`src/rtl/pfx_pkg.sv`:
```
package pfx_pkg;

    // Prefix byte width and instruction field widths
    localparam int PFX_W     = 8;
    localparam int IMM_LO_W  = 8;
    localparam int OPND_W    = PFX_W + IMM_LO_W;
    localparam int DST_LO_W  = 3;
    localparam int SRC_LO_W  = 4;

    // Fixed split of the prefix byte: upper part extends the destination,
    // lower part extends the source.
    localparam int DST_EXT_W = 4;
    localparam int SRC_EXT_W = PFX_W - DST_EXT_W;
    localparam int DST_IDX_W = DST_EXT_W + DST_LO_W;
    localparam int SRC_IDX_W = SRC_EXT_W + SRC_LO_W;

    typedef logic [PFX_W-1:0]     pfx_byte_t;
    typedef logic [OPND_W-1:0]    opnd_t;
    typedef logic [DST_EXT_W-1:0] dst_ext_t;
    typedef logic [SRC_EXT_W-1:0] src_ext_t;

    // Captured prefix: data plus an independent liveness flag
    typedef struct packed {
        logic      live;
        pfx_byte_t data;
    } pfx_state_t;

    localparam pfx_state_t PFX_IDLE = '{live: 1'b0, data: '0};

    // Branch target interpretation
    typedef enum logic [1:0] {
        BR_NONE = 2'b00,
        BR_REL  = 2'b01,
        BR_ABS  = 2'b10
    } br_kind_e;

    function automatic dst_ext_t dst_ext_of(input pfx_state_t s);
        return s.live ? s.data[PFX_W-1 -: DST_EXT_W] : '0;
    endfunction

    function automatic src_ext_t src_ext_of(input pfx_state_t s);
        return s.live ? s.data[SRC_EXT_W-1:0] : '0;
    endfunction

    function automatic pfx_byte_t high_byte_of(input pfx_state_t s);
        return s.live ? s.data : '0;
    endfunction

    function automatic br_kind_e classify_branch(input logic is_br, input logic live);
        if (!is_br)
            return BR_NONE;
        return live ? BR_ABS : BR_REL;
    endfunction

endpackage

```
`src/rtl/pfx_state_reg.sv`:
```
module pfx_state_reg
    import pfx_pkg::*;
(
    input  logic       clk,
    input  logic       rst,
    input  logic       en,
    input  logic       pfx_wr,
    input  pfx_byte_t  pfx_data,
    output pfx_state_t state
);

    pfx_state_t state_q;
    pfx_state_t state_d;

    always_comb begin
        state_d = state_q;
        if (en) begin
            if (pfx_wr) begin
                state_d.live = 1'b1;
                state_d.data = pfx_data;
            end else begin
                state_d = PFX_IDLE;
            end
        end
    end

    always_ff @(posedge clk) begin
        if (rst)
            state_q <= PFX_IDLE;
        else
            state_q <= state_d;
    end

    assign state = state_q;

endmodule

```
`src/rtl/pfx_operand_mux.sv`:
```
module pfx_operand_mux
    import pfx_pkg::*;
(
    input  pfx_state_t          state,
    input  logic [IMM_LO_W-1:0] imm_lo,
    output opnd_t               operand
);

    pfx_byte_t hi;

    always_comb begin
        hi      = high_byte_of(state);
        operand = {hi, imm_lo};
    end

endmodule

```
`src/rtl/pfx_index_ext.sv`:
```
module pfx_index_ext #(
    parameter int LO_W  = 4,
    parameter int EXT_W = 4
) (
    input  logic [EXT_W-1:0]      ext_bits,
    input  logic [LO_W-1:0]       lo,
    output logic [EXT_W+LO_W-1:0] idx
);

    localparam int IDX_W = EXT_W + LO_W;

    logic [IDX_W-1:0] joined;

    always_comb begin
        joined = '0;
        joined[LO_W-1:0]     = lo;
        joined[IDX_W-1:LO_W] = ext_bits;
    end

    assign idx = joined;

endmodule

```
`src/rtl/pfx_branch_sel.sv`:
```
module pfx_branch_sel
    import pfx_pkg::*;
(
    input  logic is_branch,
    input  logic live,
    output logic br_abs,
    output logic br_rel
);

    br_kind_e kind;

    always_comb begin
        kind   = classify_branch(is_branch, live);
        br_abs = (kind == BR_ABS);
        br_rel = (kind == BR_REL);
    end

endmodule

```
`src/rtl/pfx_ext_unit.sv`:
```
module pfx_ext_unit
    import pfx_pkg::*;
(
    input  logic                 clk,
    input  logic                 rst,
    input  logic                 en,
    input  logic                 pfx_wr,
    input  logic [PFX_W-1:0]     pfx_data,
    input  logic [IMM_LO_W-1:0]  imm_lo,
    input  logic [SRC_LO_W-1:0]  src_lo,
    input  logic [DST_LO_W-1:0]  dst_lo,
    input  logic                 is_branch,
    output logic [OPND_W-1:0]    operand,
    output logic [SRC_IDX_W-1:0] src_idx,
    output logic [DST_IDX_W-1:0] dst_idx,
    output logic                 br_abs,
    output logic                 br_rel
);

    pfx_state_t cur;
    dst_ext_t   dst_ext;
    src_ext_t   src_ext;

    pfx_state_reg u_state (
        .clk      (clk),
        .rst      (rst),
        .en       (en),
        .pfx_wr   (pfx_wr),
        .pfx_data (pfx_data),
        .state    (cur)
    );

    pfx_operand_mux u_opnd (
        .state   (cur),
        .imm_lo  (imm_lo),
        .operand (operand)
    );

    assign dst_ext = dst_ext_of(cur);
    assign src_ext = src_ext_of(cur);

    pfx_index_ext #(.LO_W(DST_LO_W), .EXT_W(DST_EXT_W)) u_dst_ext (
        .ext_bits (dst_ext),
        .lo       (dst_lo),
        .idx      (dst_idx)
    );

    pfx_index_ext #(.LO_W(SRC_LO_W), .EXT_W(SRC_EXT_W)) u_src_ext (
        .ext_bits (src_ext),
        .lo       (src_lo),
        .idx      (src_idx)
    );

    pfx_branch_sel u_br (
        .is_branch (is_branch),
        .live      (cur.live),
        .br_abs    (br_abs),
        .br_rel    (br_rel)
    );

endmodule

```
`config.mk`:
```
export PLATFORM = sky130hd
export DESIGN_NAME = pfx_ext_unit
export DESIGN_NICKNAME = d
export VERILOG_FILES = /design/src/rtl/pfx_pkg.sv /design/src/rtl/pfx_state_reg.sv /design/src/rtl/pfx_operand_mux.sv /design/src/rtl/pfx_index_ext.sv /design/src/rtl/pfx_branch_sel.sv /design/src/rtl/pfx_ext_unit.sv
export SDC_FILE = /design/constraint.sdc
export NUM_CORES = 1
export LEC_CHECK = 0
export BUFFER_PORTS_ARGS = -buffer_cell sky130_fd_sc_hd__buf_2
export CORE_MARGIN = 2
export CORE_UTILIZATION = 34
export CTS_CLUSTER_DIAMETER = 60
export CTS_CLUSTER_SIZE = 12
export DETAILED_ROUTE_END_ITERATION = 16
export GPL_ROUTABILITY_DRIVEN = 0
export PLACE_DENSITY = 0.87
export SLEW_MARGIN = 25
export SYNTH_ARGS = -nofsm -noshare
export SYNTH_HDL_FRONTEND = slang
export SYNTH_SLANG_ARGS = --single-unit
```
`constraint.sdc`:
```
create_clock -name clk -period 1 [get_ports clk]
set_input_delay 0.1 -clock clk [delete_from_list [all_inputs] [get_ports clk]]
set_output_delay 0.1 -clock clk [all_outputs]
set_load 0.02 [all_outputs]
```
==> impl_results.md <==
- Status: finished with violations
- Failing checks: negative setup slack
- Vias in the first global route: 343
- Max VDD drop: 0.000563 V
- Area after DPL: 567 um2
- # hold bufs at CTS: 0
- Netlist cell types: 12
- Setup WS pre-CTS: 0.0834 ns
- Logic pwr share: 0.132
- Mapped Avg Cell Area: 8.10 um2
- R2R depth: 2
- Nets: 108
- Max Slew Vio Count: 0
- Synth-to-layout area growth: 5.36%
- Initial Util: 0.374
- Clk pwr share: 0.365
- Switch Pwr: 0.186 mW
- Max-cap violations: 0
- Clock-pin slew on the worst setup and hold paths: 0.06 ns
- Routed Wire Length: 1010 um
- Top cells by area, synth: dfxtp_1 31%, buf_4 30%, and2_1 9.7%
- Initial antenna violation count: 0
- Unrepaired setup endpoints after global routing: true
- Fin area: 614 um2
- Post-Syn Nets: 100
- Relative slew slack: 0.836
- Worst Path Required: 0.90 ns
- Via count: 423
- Internal Dissipation: 0.574 mW
- Crit path DAT: 0.98 ns
- CP endpoint: operand[15]
- DIE HEIGHT: 45.4 um
- H-tree Lvls: 1
- Detail Route Antenna Nets: 0
- Fraction of layout cells with a size suffix above 1: 0.532
- Core Region: 0.00156 mm2
- Die width: 45.4 um
- Worst slew pin tran: 0.246 ns
- Switching Fraction: 0.245
- Area leader, netlist: dfxtp_1
- Routed wire per std cell: 10.7 um
- CTS Root Cell: clkbuf_4
- Clock Tree Buf Depth: 2
- Port buffer count: 30
- Total Routing Usage GR: 0.103
- Most common cell after layout, fill and taps aside: buf_2
- HP Class: in2reg
- GRT Residual Overflow: 0
- Tmin final: 1.08 ns
- Ant diodes: 0
- Seq cells post-synth: 9
- First-pass GRT wire length: 1440 um
- Io pins: 61
- Final Core Density: 0.394
- Crit. End Element: output port
- CTS buffer count: 3
- CTS tree: yes
- Critical path launch point: u_state.state[8]
- Die Area: 0.00206 mm2
- Vias per cell: 4.45
- DRC: 0
- Worst setup margin: -0.0776 ns
- Share of the synthesized area in the top cell type: 0.309
- Final period utilization: 1.08
- Worst-Skew Late Latency: 0.25 ns
- Leak pwr: 0.308 nW
- Fmax: 928 MHz
- Register area share after synthesis: 0.309
- Max reg flops: 9
- Sequential share of power: 0.502
- Critical path class: reg2out
- Pin count of the biggest net entering global routing: 18
- Final Hold Viols: 0
- Worst reg2reg setup slack: 0.35 ns
- Sink Count: 9
- Final setup violation count: 17
- Initial drt markers: 5
- Drt first pass iters: 4
- Critical path startpoint category: flop
- Post-Syn Instances: 72
- R2R Path End: u_state.state[8]
- Yosys warning total: 0
- Synthesized area: 583 um2
- Worst Hold Slack: 0.110 ns
- Reg-to-Reg Start: u_state.state[8]
- Final setup skew: 0 ns
- FP Rows: 14
- Power per cell area: 1240 mW/mm2
- CP max FO: 11
[worst max-delay path, stage by stage (launching register included)]
cell and delay (ns):
dfxtp_4 0.37, and2_2 0.20, buf_2 0.15
[cell type report]
cell class                 count  area, um2
tap                           16       20.0
sequential                     9        184
clock buffer                   4       26.3
fill                         162        945
timing repair buffer          30        168
multi-input combinational     36        216
[timing repair]
action | CTS | global route
endpoints found under the setup margin | 18 | 18
gates resized for setup | 5 | 3
buffers inserted | 0 | 0
[metrics by stage]
step                      TNS (ns)  cells  power [mW]
after floorplan                  0     72       0.544
after global placement           0     91       0.486
after detailed placement         0     91       0.488
after CTS                    -1.43     95       0.772
after global routing         -1.97     95       0.801
final                        -1.16     95       0.761
[metal layers]
metal,up-vias,global-route usage,wire (um)
li1,224,-,-
met1,168,0.122,422
met2,29,0.135,449
met3,2,0.0317,130
met4,0,0.118,9
met5,-,0,0
[Yosys cell counts (all sizes together)]
| master | n |
|---|---|
| and2 | 9 |
| nor2 | 1 |
| clkbuf | 2 |
| mux2i | 1 |
| dfxtp | 9 |
| nand3 | 8 |
| buf | 25 |
| a21oi | 8 |
| nor2b | 1 |
| nand2b | 8 |
[worst min-delay path by stage]
stage	endpoint	startpoint	cells after the start	slack [ns]
finish	u_state.state[6]	pfx_data[6]	3	0.11
global route	u_state.state[4]	pfx_data[4]	3	0.11
CTS	u_state.state[6]	pfx_data[6]	3	0.1
detailed placement	operand[5]	imm_lo[5]	0	0.20
global placement	operand[5]	imm_lo[5]	0	0.20
floorplan	u_state.state[0]	pfx_data[0]	2	0.26
[power by group through the flow]
| stage | logic (mW) | registers (mW) | clock network [mW] |
|---|---|---|---|
| 2_1_floorplan | 0.158 | 0.386 | 0 |
| 3_3_place_gp | 0.0948 | 0.391 | 0 |
| 3_5_place_dp | 0.0964 | 0.391 | 0 |
| 4_1_cts | 0.100 | 0.382 | 0.289 |
| 5_1_grt | 0.111 | 0.385 | 0.306 |
| 6_report | 0.101 | 0.382 | 0.278 |
[cell families (layout without fill, tap and decap cells)]
logic type / Yosys count / count (layout) / synth area share
muxes: 1 / 1 / 0.0172
buffers and inverters: 27 / 34 / 0.337
and+or+nand+nor: 27 / 27 / 0.268
DFF: 9 / 9 / 0.309
AOI/OAI and AO/OA: 8 / 8 / 0.0687
Note: power is estimated with default switching activity, not from simulation.
